[src/rtl/vat_pkg.sv]
package vat_pkg;
  localparam int VA_W      = 16;
  localparam int PA_W      = 22;
  localparam int DATA_W    = 16;
  localparam int SEG_W     = 3;
  localparam int BLK_SHIFT = 6;
  localparam int OFF_W     = VA_W - SEG_W;
  localparam int BLK_W     = OFF_W - BLK_SHIFT;
  localparam int IDX_W     = SEG_W + 2;
  localparam int NSETS     = 1 << IDX_W;
  localparam int ADDR_W    = IDX_W + 2;
  localparam int LEN_LSB   = 8;
  localparam int DIR_BIT   = 3;
  localparam int ACC_W     = 3;
  localparam logic [ADDR_W-1:0] EN_ADDR  = ADDR_W'(NSETS * 2);
  localparam logic [ADDR_W-1:0] SEP_ADDR = ADDR_W'(NSETS * 2 + 1);
  localparam int SEP_USER_BIT   = 0;
  localparam int SEP_KERNEL_BIT = 2;

  typedef struct packed {
    logic             parWe;
    logic             pdrWe;
    logic [IDX_W-1:0] wrIdx;
    logic [IDX_W-1:0] rdIdx;
    logic             load;
    logic             fault;
    logic             bypass;
  } vatStrobe_t;
endpackage

[src/rtl/vat_datapath.sv]
module vat_datapath
  import vat_pkg::*;
(
  input  logic              clk,
  input  logic              rstN,
  input  vatStrobe_t        stb,
  input  logic [DATA_W-1:0] wrData,
  input  logic [VA_W-1:0]   vaddr,
  output logic [BLK_W-1:0]  selLen,
  output logic              selDir,
  output logic [ACC_W-1:0]  selAcc,
  output logic              rspValid,
  output logic [PA_W-1:0]   rspPaddr,
  output logic              rspFault
);
  logic [DATA_W-1:0] parMem [NSETS];
  logic [DATA_W-1:0] pdrMem [NSETS];
  logic [DATA_W-1:0] parSel;
  logic [DATA_W-1:0] pdrSel;
  logic [PA_W-1:0]   relocAddr;
  logic [PA_W-1:0]   bypassAddr;
  logic [PA_W-1:0]   nextAddr;

  always_ff @(posedge clk or negedge rstN) begin
    if (!rstN) begin
      for (int i = 0; i < NSETS; i++) begin
        parMem[i] <= '0;
        pdrMem[i] <= '0;
      end
    end else begin
      if (stb.parWe) parMem[stb.wrIdx] <= wrData;
      if (stb.pdrWe) pdrMem[stb.wrIdx] <= wrData;
    end
  end

  assign parSel = parMem[stb.rdIdx];
  assign pdrSel = pdrMem[stb.rdIdx];
  assign selLen = pdrSel[LEN_LSB +: BLK_W];
  assign selDir = pdrSel[DIR_BIT];
  assign selAcc = pdrSel[ACC_W-1:0];

  assign relocAddr = (PA_W'(parSel) << BLK_SHIFT) + PA_W'(vaddr[OFF_W-1:0]);

  always_comb begin
    if (&vaddr[VA_W-1:OFF_W])
      bypassAddr = {{(PA_W-OFF_W){1'b1}}, vaddr[OFF_W-1:0]};
    else
      bypassAddr = PA_W'(vaddr);
  end

  always_comb begin
    nextAddr = '0;
    if (stb.load && !stb.fault)
      nextAddr = stb.bypass ? bypassAddr : relocAddr;
  end

  always_ff @(posedge clk or negedge rstN) begin
    if (!rstN) begin
      rspValid <= 1'b0;
      rspPaddr <= '0;
      rspFault <= 1'b0;
    end else begin
      rspValid <= stb.load;
      rspPaddr <= nextAddr;
      rspFault <= stb.load && stb.fault;
    end
  end
endmodule

[src/rtl/vat_ctrl.sv]
module vat_ctrl
  import vat_pkg::*;
(
  input  logic                    clk,
  input  logic                    rstN,
  input  logic                    regWrEn,
  input  logic [ADDR_W-1:0]       regAddr,
  input  logic [SEP_KERNEL_BIT:0] wrLow,
  input  logic                    reqValid,
  input  logic [VA_W-1:BLK_SHIFT] vaHigh,
  input  logic                    reqUser,
  input  logic                    reqData,
  input  logic                    reqWrite,
  input  logic [BLK_W-1:0]        selLen,
  input  logic                    selDir,
  input  logic [ACC_W-1:0]        selAcc,
  output vatStrobe_t              stb
);
  logic enReg;
  logic sepUser;
  logic sepKernel;
  logic mapHit;
  logic useD;
  logic [BLK_W-1:0] blkNum;
  logic lenOk;
  logic accOk;

  assign mapHit = regWrEn && !regAddr[ADDR_W-1];

  always_ff @(posedge clk or negedge rstN) begin
    if (!rstN) begin
      enReg     <= 1'b0;
      sepUser   <= 1'b0;
      sepKernel <= 1'b0;
    end else if (regWrEn) begin
      if (regAddr == EN_ADDR) enReg <= wrLow[0];
      if (regAddr == SEP_ADDR) begin
        sepUser   <= wrLow[SEP_USER_BIT];
        sepKernel <= wrLow[SEP_KERNEL_BIT];
      end
    end
  end

  assign useD   = reqData && (reqUser ? sepUser : sepKernel);
  assign blkNum = vaHigh[OFF_W-1:BLK_SHIFT];

  always_comb begin
    if (selDir) lenOk = (blkNum >= selLen);
    else        lenOk = (blkNum <= selLen);
  end

  always_comb begin
    case (selAcc)
      3'd1, 3'd2: accOk = !reqWrite;
      3'd5, 3'd6: accOk = 1'b1;
      default:    accOk = 1'b0;
    endcase
  end

  always_comb begin
    stb.parWe  = mapHit && !regAddr[ADDR_W-2];
    stb.pdrWe  = mapHit &&  regAddr[ADDR_W-2];
    stb.wrIdx  = regAddr[IDX_W-1:0];
    stb.rdIdx  = {reqUser, useD, vaHigh[VA_W-1:OFF_W]};
    stb.load   = reqValid;
    stb.bypass = !enReg;
    stb.fault  = enReg && !(lenOk && accOk);
  end
endmodule

[src/rtl/vat_top.sv]
module vat_top
  import vat_pkg::*;
(
  input  logic              clk,
  input  logic              rstN,
  input  logic              regWrEn,
  input  logic [ADDR_W-1:0] regAddr,
  input  logic [DATA_W-1:0] regWrData,
  input  logic              reqValid,
  input  logic [VA_W-1:0]   reqVaddr,
  input  logic              reqUser,
  input  logic              reqData,
  input  logic              reqWrite,
  output logic              rspValid,
  output logic [PA_W-1:0]   rspPaddr,
  output logic              rspFault
);
  vatStrobe_t       stb;
  logic [BLK_W-1:0] selLen;
  logic             selDir;
  logic [ACC_W-1:0] selAcc;

  vat_ctrl i_ctrl (
    .clk      (clk),
    .rstN     (rstN),
    .regWrEn  (regWrEn),
    .regAddr  (regAddr),
    .wrLow    (regWrData[SEP_KERNEL_BIT:0]),
    .reqValid (reqValid),
    .vaHigh   (reqVaddr[VA_W-1:BLK_SHIFT]),
    .reqUser  (reqUser),
    .reqData  (reqData),
    .reqWrite (reqWrite),
    .selLen   (selLen),
    .selDir   (selDir),
    .selAcc   (selAcc),
    .stb      (stb)
  );

  vat_datapath i_dp (
    .clk      (clk),
    .rstN     (rstN),
    .stb      (stb),
    .wrData   (regWrData),
    .vaddr    (reqVaddr),
    .selLen   (selLen),
    .selDir   (selDir),
    .selAcc   (selAcc),
    .rspValid (rspValid),
    .rspPaddr (rspPaddr),
    .rspFault (rspFault)
  );
endmodule

[config.mk]
export PLATFORM = sky130hd
export DESIGN_NAME = vat_top
export DESIGN_NICKNAME = d
export VERILOG_FILES = /design/src/rtl/vat_pkg.sv /design/src/rtl/vat_datapath.sv /design/src/rtl/vat_ctrl.sv /design/src/rtl/vat_top.sv
export SDC_FILE = /design/constraint.sdc
export NUM_CORES = 1
export LEC_CHECK = 0
export ABC_CLOCK_PERIOD_IN_PS = 6300
export BUFFER_PORTS_ARGS = -buffer_cell sky130_fd_sc_hd__buf_4
export CAP_MARGIN = 20
export CORE_ASPECT_RATIO = 0.6
export CORE_MARGIN = 4
export CORE_UTILIZATION = 40
export CTS_BUF_LIST = sky130_fd_sc_hd__clkbuf_16
export CTS_CLUSTER_DIAMETER = 40
export DETAILED_ROUTE_END_ITERATION = 7
export SETUP_SLACK_MARGIN = 0.2
export SYNTH_ARGS = -nofsm -noshare
export SYNTH_HDL_FRONTEND = slang
export SYNTH_SLANG_ARGS = --single-unit
[constraint.sdc]
create_clock -name clk -period 6.3 [get_ports clk]
set_clock_uncertainty 0.2 [all_clocks]
set_input_delay 0.63 -clock clk [delete_from_list [all_inputs] [get_ports clk]]
set_output_delay 0.63 -clock clk [all_outputs]
set_load 0.1 [all_outputs]
# Yosys cells after proc, flatten, opt, wreduce, memory -nomap -nowiden

Index checks and enable logic that the tools add are counted.

Register bits: 1051
Logic and storage cells: 119
Input port bits: 46
Output and inout bits: 24

Equal/unequal tests: 6
Multiplexer cells: 16
$lt $le $gt $ge: 5
Bitwise logic cells: 2
Reductions and logical operators: 19
Add/sub/neg operators: 1

Operators with widths:

| cell                 | count |
|---|---|
| $bwmux W512          | 2 |
| $bmux W16 S5         | 2 |
| $demux W16 S5        | 1 |
| $mux W22             | 3 |
| $mux W16             | 3 |
| $mux W15             | 2 |
| $add A22 B13 Y22     | 1 |
| $eq A7 B7 Y1 const B | 2 |
| $ge A6 B6 Y1 const B | 2 |
| $not A5 Y6           | 2 |
| $logic_and A1 B1 Y1  | 9 |
| $ge A7 B7 Y1         | 1 |
| $le A7 B7 Y1         | 1 |
| $eq A3 B3 Y1 const B | 2 |
| $lt A6 B1 Y1 const B | 1 |
| $logic_not A1 Y1     | 5 |
| $reduce_and A2 Y1    | 2 |
| $reduce_or A2 Y1     | 2 |
| $eq A3 B1 Y1 const B | 1 |
| $eq A3 B2 Y1 const B | 1 |
| $reduce_and A3 Y1    | 1 |
| $mux W1              | 2 |
| $pmux W1 S2          | 1 |

# Logic depth before layout (Yosys ltp)

Word-level depth: 15
Depth in mapped cells: 20
Depth with buffers taken out: 14

# Cells and area by module

From an unflattened synthesis, not the netlist that was laid out.

Cells, all modules: 2657
Area total of the unflattened synthesis: 41208.3 sq um

Modules (own cells, without submodules):

| module       | times used | seq. area each (sq um) | area each (sq um) | cells an instance |
|---|---|---|---|---|
| vat_datapath | 1          | 22221.3                | 40726.6           | 2600 |
| vat_ctrl     | 1          | 75.1                   | 481.7             | 57 |

# Worst setup path after synthesis

No wires, ideal clock.

Kind: input-to-reg
Start point: input port reqVaddr[13]
End point: register i_dp.rspPaddr[16]
Required time: 6.016 ns
Path slack: 1.262 ns
Path buffers: 5
Setup time: 0.084 ns
Stages: 18
Arrival: 4.754 ns
Cell sequence: buf_6 -> buf_6 -> buf_6 -> buf_4 -> clkbuf_1 -> mux4_2 -> mux4_2 -> nand2_1 -> nand2_1 -> ha_1 -> fa_1 -> a21o_1 -> a21oi_1 -> o21bai_1 -> a211oi_1 -> nor2_1 -> a21o_1 -> a31oi_1

Longest elaborated chain between the ends: 13
Elaborated cells on any way between the ends: 27
Those cells by class: add/sub: 1; order compare: 2; eq/ne: 4; mux: 11; bitwise: 1; reduce/logical: 8

Ends and longest elaborated chain:

| item                                                      | line               | RTL |
|---|---|---|
| start, declared                                           | vat_top.sv:10      | `input logic [VA_W-1:0] reqVaddr,` |
| branches (longest 12 deep; another with $add A22 B13 Y22) | -                  |  |
| $mux W22 (*)                                              | vat_datapath.sv:53 | `if (stb.load && !stb.fault)` |
| net i_dp.nextAddr[16]                                     | vat_datapath.sv:22 | `logic [PA_W-1:0] nextAddr;` |
| end signal, assigned                                      | vat_datapath.sv:64 | `rspPaddr <= nextAddr;` |
| end, declared                                             | vat_datapath.sv:13 | `output logic [PA_W-1:0] rspPaddr,` |

Mark *: on every way through the listed nets, which the timed path passes. The select of a mux whose other input is x is not followed.
A chain may end at the register's enable or synchronous reset.

# Worst setup path after layout

Start point: input port reqVaddr[13]
End point: register i_dp.rspPaddr[21]

The elaborated chain is that of the path after synthesis.

==> results.sh <==
export IMPL_status="complete, no violations"
export IMPL_power_density_nw_per_um2=298.3
export IMPL_synth_yosys_seq_area_share=0.5439
export IMPL_met1_usage=0.3303
export IMPL_cp_arrival_ns=5.26
export IMPL_start_util=0.4054
export IMPL_root_buffer="clkbuf_16"
export IMPL_cts_reportedPaths_clkPinSlew_ns=0.06
export IMPL_area_delta_synth_final_pct=13.04
export IMPL_use_met2=0.2977
export IMPL_rows=90
export IMPL_crit_fanout=69
export IMPL_cts_tree="yes"
export IMPL_end_kind="flop"
export IMPL_grt_use_total=0.2133
export IMPL_drive_gt1_frac=0.5413
export IMPL_synth_commonest_cells="891 x dfrtp_1, 867 x mux2_2, 255 x mux4_2"
export IMPL_rsz0062_at_grt="no"
export IMPL_synth_top_area_share=0.5439
export IMPL_synthArstFlopShare=1.000
export IMPL_synth_fa_ha_area_frac=0.004761
export IMPL_clkSinkCount=891
export IMPL_syn_area_per_cell_um2=15.82
export IMPL_cts_hold_buf=8
export IMPL_power_share_sequential=0.465
export IMPL_p_sw_mw=3.604
export IMPL_nFillCells=8666
export IMPL_drt_iter0_markers=2243
export IMPL_synth_xor_xnor_area_share=0.002991
export IMPL_setup_tns_ns=0
export IMPL_clk_latency_ns=0.69
export IMPL_busiest_layer="met1"
export IMPL_ir_drop_mv=0.1912
export IMPL_ys_types=62
export IMPL_postRouteAntennaNets=0
export IMPL_dieArea_um2=107800
export IMPL_timing_fmax_ghz=0.2056
export IMPL_pre_cts_ws_ns=0.7801
export IMPL_gr_usage_met3=0.05735
export IMPL_period_minus_slack_ns=4.864
export IMPL_clockBufferDepth=3
export IMPL_grt_antenna_before_repair=9
export IMPL_slew_headroom=0.2404
export IMPL_synth_fp_nets=2653
export IMPL_ys_warn_count=0
export IMPL_drt_total_wl_mm=114.2
export IMPL_synth_edf_count=0
export IMPL_syn_inst=2592
export IMPL_worstPathRequired_ns=6.70
export IMPL_finalMaxSlewViolations=0
export IMPL_io_pins=70
export IMPL_ys_flop_type="dfrtp_1"
export IMPL_htree_levels=3
export IMPL_core_area_um2=101100
export IMPL_synth_area_leader_cell="dfrtp_1"
export IMPL_grt_pass1_vias=25013
export IMPL_yosys_area_share_simple=0.02509
export IMPL_p_clk_frac=0.420
export IMPL_maxCapViolCount=0
export IMPL_switching_share=0.2607
export IMPL_cp_cell_sequence="buf_8, buf_4, mux4_2, mux4_2, nand2_1, nand2_1, ha_1, inv_1, o21bai_1, a2111oi_0, nor3_1, a41oi_1, a211oi_1"
export IMPL_viasPerCell=5.856
export IMPL_layout_setup_ws_ns=1.436
export IMPL_first_pass_iters=5
export IMPL_yosysMostFrequentCell="dfrtp_1"
export IMPL_start_kind="primary input"
export IMPL_hpwl_mm=71.46
export IMPL_numCtsBuffers=100
export IMPL_slowest_stage="nor3_1"
export IMPL_synth_cell_area_um2=41000
export IMPL_finalHoldViolations=0
export IMPL_grt_max_degree=155
export IMPL_overflow=0
export IMPL_wl_per_cell_um=28.39
export IMPL_synthTopCellsByArea="dfrtp_1 54%, mux2_2 24%, mux4_2 14%, clkbuf_1 1.5%, mux2i_1 0.71%"
export IMPL_muxShareOfSynthArea=0.3862
export IMPL_post_cts_buffers=0
export IMPL_io_buffers=69
export IMPL_hp_class="primary input to flop"
export IMPL_cpPeakStageDelay_ns=0.80
export IMPL_pwr_share_comb=0.115
export IMPL_worst_slew_pin_transition_ns=1.137
export IMPL_vias=23558
export IMPL_ys_ff_latch=891
export IMPL_finalSetupViolCount=0
export IMPL_fin_nets=2666
export IMPL_leakage_nw=21.87
export IMPL_cts_resized=0
export IMPL_gp_congestion=0.8171
export IMPL_grt_pass1_wl_mm=171.5
export IMPL_crit_type="primary input to flop"
export IMPL_intPower_mw=10.22
export IMPL_die_h_um=256.0
export IMPL_synth_compound_area_frac=0.009461
export IMPL_hold_slack_ns=0.07550
export IMPL_drc_errors=0
export IMPL_fin_util=0.4583
export IMPL_synth_top_family_by_area="multiplexers"
export IMPL_die_x_um=421.3
export IMPL_fin_crit_sh=0.7721
==> metrics by stage <==
stage               cell area, um^2  power, mW  std cells
floorplan                     41000      7.529       2592
global placement              42740      8.022       3818
detailed placement            42850      8.111       3823
CTS                           46210      13.95       4014
global route                  46340      14.39       4021
finish                        46340      13.83       4023
==> worst max-delay path: cells and delay by family <==
kind            cells  cell delay (ns)
compound gates      4             0.86
simple gates        3             0.99
buf+inv             3             1.10
fa+ha+maj           1             0.33
mux                 2             1.15
==> kinds of logic (layout without fill, tap and decap cells) <==
kind of cell	count (synthesis)	in the layout
AO/OA/AOI/OAI	56	56
buffers and inverters	254	348
AND/OR/NAND/NOR	209	209
multiplexers	1153	1153
flip-flops	891	891
adder cells (fa/ha/maj)	15	15
other	0	3
XOR/XNOR	14	14
==> flip-flops by register name, indices dropped and copies added (netlist names) <==
signal,flops
i_dp.rspPaddr,22
i_dp.pdrMem,352
i_ctrl.sepUser,1
i_ctrl.enReg,1
i_ctrl.sepKernel,1
i_dp.rspFault,1
i_dp.rspValid,1
i_dp.parMem,512
==> power groups by stage <==
stage	Sequential, mW	Combinational (mW)	Clock [mW]
finish	6.43	1.59	5.81
global route	6.47	1.71	6.20
global placement	6.49	1.53	0
floorplan	6.53	0.997	0
CTS	6.43	1.59	5.93
detailed placement	6.53	1.58	0
==> layer usage <==
layer / vias to the layer above / share of wire
met3: 154 / 0.075
li1: 9684 / -
met5: - / 0.00011
met1: 13026 / 0.48
met2: 692 / 0.42
met4: 2 / 0.020
==> layout by cell type, fill, tap and decap left out, types with 6 or more instances in the layout <==
master,n
inv_1,27
nor3_1,9
clkinvlp_4,13
inv_6,14
xnor2_1,9
and3_1,9
nand2_1,74
buf_8,6
a31oi_1,9
nor2_1,34
a21oi_1,10
dfrtp_1,891
nor2b_1,8
clkinv_1,11
nor3b_1,7
buf_16,7
mux2_2,867
dlygate4sd3_1,8
nor2_2,19
bufinv_16,7
mux2i_1,29
buf_4,120
nand3_1,12
clkinv_2,10
clkbuf_16,102
ha_1,14
mux4_2,255
buf_12,7
a211oi_1,9
clkinv_4,8
==> layout make-up <==
cell class              count  area [um^2]  share of cell area
inverters                  16        60.06            0.001296
well taps                1334         1669             0.03602
repair buffers            149         1409             0.03040
clock buffers             102         2552             0.05508
clock inverters            81        719.4             0.01552
flip-flops and latches    891        22300              0.4811
multi-input cells        1447        17630              0.3804
diodes                      3        7.507           0.0001620
==> final timing paths <==
check,cells after the start,start,slack (ns),end
max in group asynchronous,3,rstN,4.01,i_dp.parMem[403]
min,3,reqVaddr[6],0.08,i_dp.rspPaddr[6]
max,13,reqVaddr[13],1.44,i_dp.rspPaddr[21]
max reg2reg,13,i_ctrl.sepUser,1.47,i_dp.rspPaddr[13]
min reg2reg,1,i_dp.pdrMem[474],0.30,i_dp.pdrMem[474]
min in group asynchronous,2,rstN,0.37,i_dp.pdrMem[362]
No activity file was read; power rests on OpenSTA's default activity.
